## src/rtl/cfgslv_pkg.sv

```systemverilog
package cfgslv_pkg;

  typedef enum logic [2:0] {
    PH_IDLE,
    PH_ADDR,
    PH_CMD,
    PH_COUNT,
    PH_DATA
  } phase_e;

  // Strap to 8-bit address byte; the table is not monotonic at the top end.
  function automatic logic [7:0] strap_to_addr(input logic [2:0] s);
    logic [7:0] a;
    if (s[2] && s[1]) a = 8'hD0 + 8'({s[0], 1'b0});
    else              a = 8'hDE - 8'({s, 1'b0});
    return a;
  endfunction

endpackage

```

## src/rtl/cfgslv_sync.sv

```systemverilog
module cfgslv_sync #(
  parameter int STAGES = 2
) (
  input  logic clk,
  input  logic rst,
  input  logic scl_i,
  input  logic sda_i,
  output logic scl_s,
  output logic sda_s,
  output logic scl_rise,
  output logic scl_fall,
  output logic start_det,
  output logic stop_det
);
  logic [STAGES-1:0] scl_pipe, sda_pipe;
  logic              scl_q, sda_q;

  always_ff @(posedge clk) begin
    if (rst) begin
      scl_pipe <= '1;
      sda_pipe <= '1;
      scl_q    <= 1'b1;
      sda_q    <= 1'b1;
    end else begin
      scl_pipe <= {scl_pipe[STAGES-2:0], scl_i};
      sda_pipe <= {sda_pipe[STAGES-2:0], sda_i};
      scl_q    <= scl_pipe[STAGES-1];
      sda_q    <= sda_pipe[STAGES-1];
    end
  end

  assign scl_s     = scl_pipe[STAGES-1];
  assign sda_s     = sda_pipe[STAGES-1];
  assign scl_rise  = scl_s & ~scl_q;
  assign scl_fall  = ~scl_s & scl_q;
  assign start_det = scl_s & scl_q & sda_q & ~sda_s;
  assign stop_det  = scl_s & scl_q & ~sda_q & sda_s;
endmodule

```

## src/rtl/cfgslv_shifter.sv

```systemverilog
module cfgslv_shifter #(
  parameter int DW = 8
) (
  input  logic          clk,
  input  logic          rst,
  input  logic          active,
  input  logic          restart,
  input  logic          scl_rise,
  input  logic          scl_fall,
  input  logic          sda_s,
  input  logic          ack_req,
  output logic          byte_done,
  output logic [DW-1:0] rx_byte,
  output logic          sda_pull
);
  localparam int CW = $clog2(DW + 2);
  localparam logic [CW-1:0] LAST_BIT = CW'(DW);
  localparam logic [CW-1:0] ACK_SLOT = CW'(DW + 1);

  logic [CW-1:0] cnt;
  logic [DW-1:0] sh;

  assign byte_done = active && scl_fall && (cnt == LAST_BIT);
  assign rx_byte   = sh;

  always_ff @(posedge clk) begin
    if (rst || restart || !active) begin
      cnt      <= '0;
      sda_pull <= 1'b0;
      if (rst) sh <= '0;
    end else if (byte_done) begin
      if (ack_req) begin
        sda_pull <= 1'b1;
        cnt      <= ACK_SLOT;
      end else begin
        cnt <= '0;
      end
    end else if (scl_fall && cnt == ACK_SLOT) begin
      sda_pull <= 1'b0;
      cnt      <= '0;
    end else if (scl_rise && cnt < LAST_BIT) begin
      sh  <= {sh[DW-2:0], sda_s};
      cnt <= cnt + 1'b1;
    end
  end
endmodule

```

## src/rtl/cfgslv_ctrl.sv

```systemverilog
module cfgslv_ctrl
  import cfgslv_pkg::*;
#(
  parameter int          NREG      = 3,
  parameter int          DW        = 8,
  parameter logic [7:0]  CMD_BLOCK = 8'h00,
  localparam int         IDXW      = (NREG > 1) ? $clog2(NREG) : 1
) (
  input  logic            clk,
  input  logic            rst,
  input  logic            start_det,
  input  logic            stop_det,
  input  logic            byte_done,
  input  logic [DW-1:0]   rx_byte,
  input  logic [7:0]      own_addr,
  output logic            active,
  output logic            ack_req,
  output logic            wr_en,
  output logic [IDXW-1:0] wr_idx,
  output logic [DW-1:0]   wr_data
);
  phase_e        phase;
  logic [DW-1:0] idx;
  logic [DW-1:0] count;

  assign active = (phase != PH_IDLE);

  always_comb begin
    unique case (phase)
      PH_ADDR:           ack_req = (rx_byte == own_addr);
      PH_CMD:            ack_req = (rx_byte == CMD_BLOCK);
      PH_COUNT, PH_DATA: ack_req = 1'b1;
      default:           ack_req = 1'b0;
    endcase
  end

  assign wr_en   = byte_done && (phase == PH_DATA) && (int'(idx) < NREG) && (idx < count);
  assign wr_idx  = idx[IDXW-1:0];
  assign wr_data = rx_byte;

  always_ff @(posedge clk) begin
    if (rst) begin
      phase <= PH_IDLE;
      idx   <= '0;
      count <= '0;
    end else if (start_det) begin
      phase <= PH_ADDR;
      idx   <= '0;
    end else if (stop_det) begin
      phase <= PH_IDLE;
    end else if (byte_done) begin
      unique case (phase)
        PH_ADDR:  phase <= ack_req ? PH_CMD : PH_IDLE;
        PH_CMD:   phase <= ack_req ? PH_COUNT : PH_IDLE;
        PH_COUNT: begin
          count <= rx_byte;
          idx   <= '0;
          phase <= PH_DATA;
        end
        PH_DATA:  if (idx != '1) idx <= idx + 1'b1;
        default:  phase <= PH_IDLE;
      endcase
    end
  end
endmodule

```

## src/rtl/cfgslv_regs.sv

```systemverilog
module cfgslv_regs #(
  parameter int                 NREG     = 3,
  parameter int                 DW       = 8,
  parameter logic [NREG*DW-1:0] DEFAULTS = 24'hFFFFA1,
  localparam int                IDXW     = (NREG > 1) ? $clog2(NREG) : 1
) (
  input  logic               clk,
  input  logic               rst,
  input  logic               wr_en,
  input  logic [IDXW-1:0]    wr_idx,
  input  logic [DW-1:0]      wr_data,
  output logic [NREG*DW-1:0] cfg_o
);
  logic [DW-1:0] mem [NREG];

  always_ff @(posedge clk) begin
    if (rst) begin
      for (int k = 0; k < NREG; k++) mem[k] <= DEFAULTS[k*DW +: DW];
    end else if (wr_en) begin
      mem[wr_idx] <= wr_data;
    end
  end

  for (genvar g = 0; g < NREG; g++) begin : g_out
    assign cfg_o[g*DW +: DW] = mem[g];
  end
endmodule

```

## src/rtl/cfgslv_top.sv

```systemverilog
module cfgslv_top
  import cfgslv_pkg::*;
#(
  parameter int                 NREG        = 3,
  parameter int                 DW          = 8,
  parameter int                 SYNC_STAGES = 2,
  parameter logic [7:0]         CMD_BLOCK   = 8'h00,
  parameter logic [NREG*DW-1:0] DEFAULTS    = 24'hFFFFA1,
  localparam int                IDXW        = (NREG > 1) ? $clog2(NREG) : 1
) (
  input  logic               clk,
  input  logic               rst,
  input  logic               scl_i,
  input  logic               sda_i,
  input  logic [2:0]         strap_i,
  output logic               sda_pull_o,
  output logic [NREG*DW-1:0] cfg_o
);
  logic scl_s, sda_s, scl_rise, scl_fall, start_det, stop_det;
  logic active, ack_req, byte_done, wr_en;
  logic [DW-1:0]   rx_byte, wr_data;
  logic [IDXW-1:0] wr_idx;
  logic [7:0]      own_addr;

  assign own_addr = strap_to_addr(strap_i);

  cfgslv_sync #(.STAGES(SYNC_STAGES)) u_sync (
    .clk, .rst, .scl_i, .sda_i, .scl_s, .sda_s,
    .scl_rise, .scl_fall, .start_det, .stop_det
  );

  cfgslv_shifter #(.DW(DW)) u_shift (
    .clk, .rst, .active,
    .restart (start_det | stop_det),
    .scl_rise, .scl_fall, .sda_s, .ack_req,
    .byte_done, .rx_byte,
    .sda_pull (sda_pull_o)
  );

  cfgslv_ctrl #(.NREG(NREG), .DW(DW), .CMD_BLOCK(CMD_BLOCK)) u_ctrl (
    .clk, .rst, .start_det, .stop_det, .byte_done, .rx_byte, .own_addr,
    .active, .ack_req, .wr_en, .wr_idx, .wr_data
  );

  cfgslv_regs #(.NREG(NREG), .DW(DW), .DEFAULTS(DEFAULTS)) u_regs (
    .clk, .rst, .wr_en, .wr_idx, .wr_data, .cfg_o
  );
endmodule

```

## config.mk

```make
export PLATFORM = sky130hd
export DESIGN_NAME = cfgslv_top
export DESIGN_NICKNAME = d
export VERILOG_FILES = /design/src/rtl/cfgslv_pkg.sv /design/src/rtl/cfgslv_sync.sv /design/src/rtl/cfgslv_shifter.sv /design/src/rtl/cfgslv_ctrl.sv /design/src/rtl/cfgslv_regs.sv /design/src/rtl/cfgslv_top.sv
export SDC_FILE = /design/constraint.sdc
export NUM_CORES = 1
export LEC_CHECK = 0
export ABC_CLOCK_PERIOD_IN_PS = 2540
export BUFFER_PORTS_ARGS = -buffer_cell sky130_fd_sc_hd__buf_2
export CORE_MARGIN = 3
export CORE_UTILIZATION = 50
export CTS_CLUSTER_DIAMETER = 80
export DETAILED_ROUTE_END_ITERATION = 8
export GPL_TIMING_DRIVEN = 0
export PLACE_DENSITY = 0.7
export SLEW_MARGIN = 10
export SYNTH_ARGS = -nofsm -noshare
export SYNTH_HDL_FRONTEND = slang
export SYNTH_SLANG_ARGS = --single-unit
```

## constraint.sdc

```tcl
create_clock -name clk -period 2.54 [get_ports clk]
set_input_delay 0.254 -clock clk [delete_from_list [all_inputs] [get_ports clk]]
set_output_delay 0.254 -clock clk [all_outputs]
set_load 0.02 [all_outputs]
```

==> key figures, run 1 <==
Yosys
  – Syn_nets: 301
  – Synth area leader: edfxtp_1
  – Post-synth top flop: edfxtp_1
  – Largest family of logic cells by synthesized area: simple AND/OR/NAND/NOR gates
  – Top-area cell type share of the netlist area: 33.0%
  – Xor/xnor share of the synthesized area: 2.11%
  – Post-Synth Simple-Gate Area: 24.8%
  – Post-Synthesis Cells: 280
  – Mux contribution to synthesized area: 0%
  – Post-Synth Adder-Cell Area: 6.02%
  – Post-synthesis cell type count: 45
  – Number of enable flip-flop cells after synthesis: 32
  – Seq cells post-synth: 62
  – Top post-synthesis cells by area: edfxtp_1 (33%), dfxtp_1 (21%), ha_1 (6.0%)
  – YS warnings: 0
  – Post-synthesis cell area: 2910 µm²
  – Seq/Total Area, Yosys: 53.7%
  – Post-synthesis compound-gate area fraction: 11.3%
  – Mean Syn Cell Area: 10.4 µm²
  – FFs w/ async S/R, synth: 0%

CTS
  – CTS Buf Count: 9
  – CTS Root Cell: clkbuf_8
  – CTS H-tree lvls: 3
  – Clk buf depth: 2
  – Clock net sink count: 62
  – CTS clk-pin slew, worst paths: 0.07 ns
  – Hold Buf Count CTS: 0
  – Worst skew pair latency: 0.34 ns
  – Postcts setup bufs: 0
  – Cts repair resizes: 0
  – CTS tree: built

STA
  – Setup TNS: 0 ns
  – RSZ-0062 raised after global routing: no
  – Fin Clk Skew: 0.00552 ns
  – Final setup violation count: 0
  – Slew HR: 46.5%
  – Final min period: 2.39 ns
  – Final period utilization: 94.0%
  – Worst Tran Pin Value: 0.801 ns
  – Final setup margin: 0.152 ns
  – Fin. Hold Viols: 0
  – Fin. max-slew vios: 0
  – F_max: 419 MHz

Power
  – Seq pwr share: 48.6%
  – Peak supply drop: 0.387 mV
  – Clock power share: 46.9%
  – Switching Share: 20.9%
  – Psw: 0.000472 W
  – Pint: 0.00179 W
  – PwrDens: 666 nW/µm²
  – P_leak: 1.29 nW
  – Combinational share of power: 4.5%

Placed design
  – Dpl cell area: 3150 µm²
  – Worst slack, placed: 0.159 ns
  – HPWL after DPL: 4140 µm
  – GP Congestion: 0.860
  – Port bufs: 31
  – Dpl cells: 383

Cells and area
  – Multi-input combinational cell area: 1290 µm²
  – Area growth syn-to-layout: 16.9%
  – Post-Layout Cell Count: 399
  – Reg area: 1560 µm²
  – Most frequent cells in the layout: nand2_1 (34), edfxtp_1 (32), buf_2 (31), dfxtp_1 (30), a21oi_1 (20)
  – # fillers: 467
  – Util after Layout: 61.0%
  – Final nets: 343
  – Post-Layout Inst Area: 3400 µm²
  – Commonest non-fill, non-tap cell in the layout: nand2_1
  – Diodes inserted: 0
  – Share of cells above drive strength 1: 19.0%

Hold path
  – WHS Path Cells: 2
  – WHS Endpoint: u_sync.scl_pipe[0]
  – Hold path startpoint: scl_i
  – HP Class: in -> reg

Detailed routing
  – Met2 WL: 2650 µm
  – Routed WL: 5720 µm
  – Vias per cell: 5.33
  – Routed via count: 2126
  – Routed wl met3: 376 µm
  – DRC Markers: 0
  – Met1 wire length: 2620 µm
  – Routed WL per cell: 14.3 µm
  – Post-route ant nets: 0
  – Initial DRC count: 121
  – DR pass1 iterations: 4
  – Highest routed layer: met4

Floorplanning
  – Core area: 5570 µm²
  – Starting Density: 52.2%
  – Die Height: 82.3 µm
  – Full die area: 6770 µm²
  – I/O pin total: 32
  – Site Rows: 27
  – Die X: 82.3 µm

Setup path
  – Worst r2r src: u_ctrl.idx[5]
  – CP required: 2.55 ns
  – R2R depth: 6
  – Crit path kind: reg -> reg
  – Worst r2r dst: u_regs.mem[0][3]
  – CP max FO: 8
  – R2r setup slk: 0.15 ns
  – Worst setup EP type: flop
  – CP startpoint kind: flop
  – Arrival time at the worst endpoint: 2.40 ns

Global routing
  – Gr ovfl total: 0
  – Largest net degree at the start of global routing: 12
  – Gr usage total: 18.9%
  – Initial antenna violation count: 0
  – Vias in the first global route: 1926
  – First-pass GRT wire length: 9380 µm

Outcome
  – Status: complete, no violations

Flow run
  – Max-cap violation count: 0
-- layout make-up --
class / instances / area share (%)
Multi-Input combinational cell: 202 / 37.8
Clock buffer: 10 / 4.05
Sequential cell: 62 / 45.9
Tap cell: 72 / 2.65
Clock inverter: 6 / 3.17
Timing Repair Buffer: 31 / 4.57
Buffer: 5 / 0.552
Inverter: 11 / 1.22
-- power groups by stage --
stage | sequential, W | clock [W] | combinational (W)
floorplan | 0.00114 | 0 | 0.0000402
global placement | 0.00112 | 0 | 0.000102
detailed placement | 0.00112 | 0 | 0.000103
CTS | 0.00110 | 0.00108 | 0.000103
global route | 0.00110 | 0.00111 | 0.000112
finish | 0.00110 | 0.00106 | 0.000102
-- worst max-delay path: stages (launching register included) --
cell and delay (ns):
dfxtp_1 0.48, ha_1 0.30, a21o_1 0.17, a311oi_2 0.26, o2111a_2 0.36, and2_4 0.20, or2_1 0.30
-- worst max path at each step --
stage,startpoint,end,slack [ns]
3_3_place_gp,u_ctrl.idx[5],u_regs.mem[0][1],0.22
5_1_grt,u_ctrl.idx[5],u_regs.mem[0][3],0.02
2_1_floorplan,u_ctrl.idx[5],u_regs.mem[0][0],0.40
6_report,u_ctrl.idx[5],u_regs.mem[0][3],0.15
3_5_place_dp,u_ctrl.idx[5],u_regs.mem[0][1],0.16
4_1_cts,u_ctrl.idx[5],u_regs.mem[0][3],0.13
-- stage by stage --
step	hold slack, ns	power [W]
2_1_floorplan	0.358	0.00118
3_3_place_gp	0.392	0.00122
3_5_place_dp	0.398	0.00122
4_1_cts	0.0806	0.00228
5_1_grt	0.0881	0.00233
6_report	0.0908	0.00226
-- flip-flops by register name, summed over array words and instances, names as in the netlist --
register and flops:
u_regs.mem 24, u_ctrl.count 8, u_ctrl.idx 8, u_shift.rx_byte 8
u_shift.cnt 4, u_ctrl.phase 3, u_sync.scl_pipe 2, u_sync.sda_pipe 2
u_shift.sda_pull 1, u_sync.scl_q 1, u_sync.sda_q 1
-- synth_stat cells (2+ instances only) --
cell	count
edfxtp_1	32
and2_1	11
a31oi_1	4
nand2b_1	6
o21bai_1	2
or2_1	17
nand2_1	34
xnor2_1	4
a21oi_1	20
a21o_1	3
or2_2	6
nor4_1	6
nor2_1	13
and3_1	7
o21ai_0	13
nand4_1	4
nor3_1	3
nand2_4	2
inv_1	11
o221a_2	2
clkbuf_1	5
xor2_1	3
ha_1	14
dfxtp_1	30
nand3_1	8
-- layer usage --
metal	GRT usage [%]	vias up
met5	0	-
met2	29.2	59
met3	4.88	7
li1	-	1088
met1	24.3	972
met4	10.1	0
-- cell families after synthesis --
kind of cell             count (synthesis)
AO/OA/AOI/OAI                           52
XOR/XNOR                                 7
adder cells (fa/ha/maj)                 14
buffers and inverters                   16
flip-flops                              62
AND/OR/NAND/NOR                        129
Note: power is estimated with default switching activity, not from simulation.
==> inputs of run 2 (changes only) <==
- ABC_AREA: default -> 1
==> run 2 against run 1 <==
Effect of this change: clock power is 8% lower; via count is 15% higher; largest cell class unchanged; register-to-register slack better by 0.16 ns; setup slack better by 0.16 ns; flip-flop and latch count stayed put.
==> key figures, run 2 <==
Outcome
  – Status: complete, no violations (unchanged)

Floorplanning
  – Starting Density: 53.3% (was 52.2%)
  – Die Height: 83.8 µm (was 82.3 µm)
  – I/O pin total: 32 (unchanged)
  – Site Rows: 27 (unchanged)
  – Full die area: 7010 µm² (was 6770 µm²)
  – Die X: 83.8 µm (was 82.3 µm)
  – Core area: 5680 µm² (was 5570 µm²)

Placed design
  – HPWL after DPL: 4620 µm (was 4140 µm)
  – GP Congestion: 0.889 (was 0.860)
  – Port bufs: 30 (was 31)

Cells and area
  – Number of flip-flops in the largest register: 24 (unchanged)
  – Diodes inserted: 0 (unchanged)
  – Area growth syn-to-layout: 15.3% (was 16.9%)
  – Biggest register: u_regs.mem (unchanged)
  – Reg area: 1560 µm² (unchanged)
  – Commonest non-fill, non-tap cell in the layout: nand2_1 (unchanged)
  – Final nets: 404 (was 343)
  – # fillers: 497 (was 467)
  – Share of cells above drive strength 1: 17.3% (was 19.0%)
  – Most frequent cells in the layout: nand2_1 (60), inv_1 (45), buf_2 (36), nor2_1 (34), edfxtp_1 (32) (was nand2_1 (34), edfxtp_1 (32), buf_2 (31), dfxtp_1 (30), a21oi_1 (20))
  – Multi-input combinational cell area: 1220 µm² (was 1290 µm²)

Yosys
  – Mean Syn Cell Area: 8.84 µm² (was 10.4 µm²)
  – Post-synth top flop: edfxtp_1 (unchanged)
  – Syn_nets: 363 (was 301)
  – Seq cells post-synth: 62 (unchanged)
  – Seq/Total Area, Yosys: 51.7% (was 53.7%)
  – Synth area leader: edfxtp_1 (unchanged)
  – YS warnings: 0 (unchanged)
  – Top post-synthesis cells by area: edfxtp_1 (32%), dfxtp_1 (20%), nand2_1 (7.5%) (was edfxtp_1 (33%), dfxtp_1 (21%), ha_1 (6.0%))
  – Post-synth top cells: nand2_1 (60), inv_1 (45), nor2_1 (34) (was nand2_1 (34), edfxtp_1 (32), dfxtp_1 (30))
  – Post-synthesis cell type count: 27 (was 45)
  – FFs w/ async S/R, synth: 0% (unchanged)
  – Post-synthesis cell area: 3020 µm² (was 2910 µm²)
  – Top-area cell type share of the netlist area: 31.8% (was 33.0%)
  – Most frequent cell after synthesis: nand2_1 (unchanged)
  – Post-Synthesis Cells: 342 (was 280)
  – Number of enable flip-flop cells after synthesis: 32 (unchanged)

Detailed routing
  – DR pass1 iterations: 5 (was 4)
  – Initial DRC count: 146 (was 121)
  – Vias per cell: 5.30 (was 5.33)
  – Post-route ant nets: 0 (unchanged)
  – Routed WL: 6380 µm (was 5720 µm)
  – DRC Markers: 0 (unchanged)
  – Routed via count: 2440 (was 2126)
  – Routed WL per cell: 13.9 µm (was 14.3 µm)

Setup path
  – Arrival time at the worst endpoint: 2.20 ns (was 2.40 ns)
  – Critical path, cell by cell: inv_1 -> nand4_1 -> inv_1 -> nor2_1 -> nand2_1 -> inv_1 -> nand2_1 -> o21ai_0 (was ha_1 -> a21o_1 -> a311oi_2 -> o2111a_2 -> and2_4 -> or2_1)
  – CP required: 2.51 ns (was 2.55 ns)
  – Crit path kind: reg -> reg (unchanged)
  – Slowest-stage cell, CP: o21ai_0 (was dfxtp_1)
  – Worst path buffer plus inverter count: 3 (was 0)
  – CP max FO: 8 (unchanged)
  – Delay-heaviest family, CP: compound AO/OA/AOI/OAI gates (unchanged)
  – Worst setup EP type: flop (unchanged)
  – Top cell by count, worst path: inv_1
  – CP startpoint kind: flop (unchanged)
  – Critical path's largest stage delay: 0.85 ns (was 0.48 ns)

STA
  – Worst Tran Pin Value: 1.09 ns (was 0.801 ns)
  – Final min period: 2.23 ns (was 2.39 ns)
  – Fin. max-slew vios: 0 (unchanged)
  – Fin. Hold Viols: 0 (unchanged)
  – RSZ-0062 raised after global routing: no (unchanged)
  – Setup TNS: 0 ns (unchanged)
  – Final setup violation count: 0 (unchanged)
  – Fin Clk Skew: 0.00872 ns (was 0.00552 ns)
  – Slew HR: 26.8% (was 46.5%)
  – F_max: 448 MHz (was 419 MHz)
  – Final period utilization: 87.8% (was 94.0%)

CTS
  – CTS clk-pin slew, worst paths: 0.07 ns (about the same)
  – CTS Buf Count: 9 (unchanged)
  – CTS H-tree lvls: 3 (unchanged)
  – Cts repair resizes: 0 (unchanged)
  – Postcts setup bufs: 0 (unchanged)
  – CTS Root Cell: clkbuf_8 (unchanged)
  – Worst skew pair latency: 0.35 ns (was 0.34 ns)
  – Hold Buf Count CTS: 0 (unchanged)
  – Clock net sink count: 62 (unchanged)
  – CTS tree: built (unchanged)
  – Clk buf depth: 2 (unchanged)

Global routing
  – First-pass GRT wire length: 10500 µm (was 9380 µm)
  – Gr usage total: 19.0% (was 18.9%)
  – Largest net degree at the start of global routing: 13 (was 12)
  – Vias in the first global route: 2322 (was 1926)
  – Gr ovfl total: 0 (unchanged)
  – Initial antenna violation count: 0 (unchanged)

Power
  – Total power: 0.00218 W (was 0.00226 W)
  – P_leak: 1.42 nW (was 1.29 nW)
  – Peak supply drop: 0.396 mV (was 0.387 mV)
  – PwrDens: 625 nW/µm² (was 666 nW/µm²)

Hold path
  – HP Class: in -> reg (unchanged)

Flow run
  – Max-cap violation count: 0 (unchanged)
==> run 2: cell types whose count changed after synthesis, sizes merged, moves of 4 or more <==
cell    previous run  this run
buf                0         9
and2              12         0
nand2b             6         0
nor2              13        34
or2               23         5
nand4              4        31
nand2             36        61
and3               7         0
nand3              8        14
inv               11        48
a21oi             20        24
nor4               6         2
==> run 2: kinds of logic after synthesis <==
group / synth area share, %
buffers and inverters: 8.07
AO/OA/AOI/OAI: 6.83
AND/OR/NAND/NOR: 24.8
flip-flops: 51.7
XOR/XNOR: 2.90
adder cells (fa/ha/maj): 5.79
==> run 2: power by group <==
part | switching [W] | total, W | internal [W]
Sequential | 0.0000121 | 0.00109 | 0.00108
Clock | 0.000419 | 0.000974 | 0.000555
Combinational | 0.0000802 | 0.000112 | 0.0000313
==> run 2: layer usage <==
metal | GRT usage [%] | up-vias | part of all wire, %
li1 | - | 1233 | -
met1 | 23.1 | 1114 | 44
met2 | 31.5 | 83 | 48
met3 | 5.82 | 10 | 6.4
met4 | 7.02 | 0 | 1.4
met5 | 0 | - | 0
==> run 2: final timing paths <==
kind / depth (start not counted) / slack (ns) / startpoint / endpoint
max: 8 / 0.31 / u_sync.sda_pipe[1] / u_shift.rx_byte[4]
min: 2 / 0.08 / sda_i / u_sync.sda_pipe[0]
max reg2reg: 8 / 0.31 / u_sync.sda_pipe[1] / u_shift.rx_byte[4]
min reg2reg: 1 / 0.41 / u_sync.scl_pipe[0] / u_sync.scl_pipe[1]
==> run 2: stage by stage <==
stage	utilization, %	setup slack, ns	instances	hold slack [ns]	instance area [µm²]
floorplan	-	0.658	342	0.358	3020
global placement	57.5	0.373	444	0.394	3260
detailed placement	57.5	0.293	444	0.399	3260
CTS	61.4	0.279	460	0.0759	3480
global route	61.4	0.0517	460	0.0696	3480
finish	61.4	0.310	460	0.0845	3480
==> run 2: area by class of cell <==
class	count	share of cell area, %
flip-flops and latches	62	44.8
clock buffers	9	3.55
clock inverters	7	2.80
repair buffers	30	4.31
inverters	48	5.17
well taps	72	2.59
plain buffers	12	1.83
multi-input cells	220	34.9
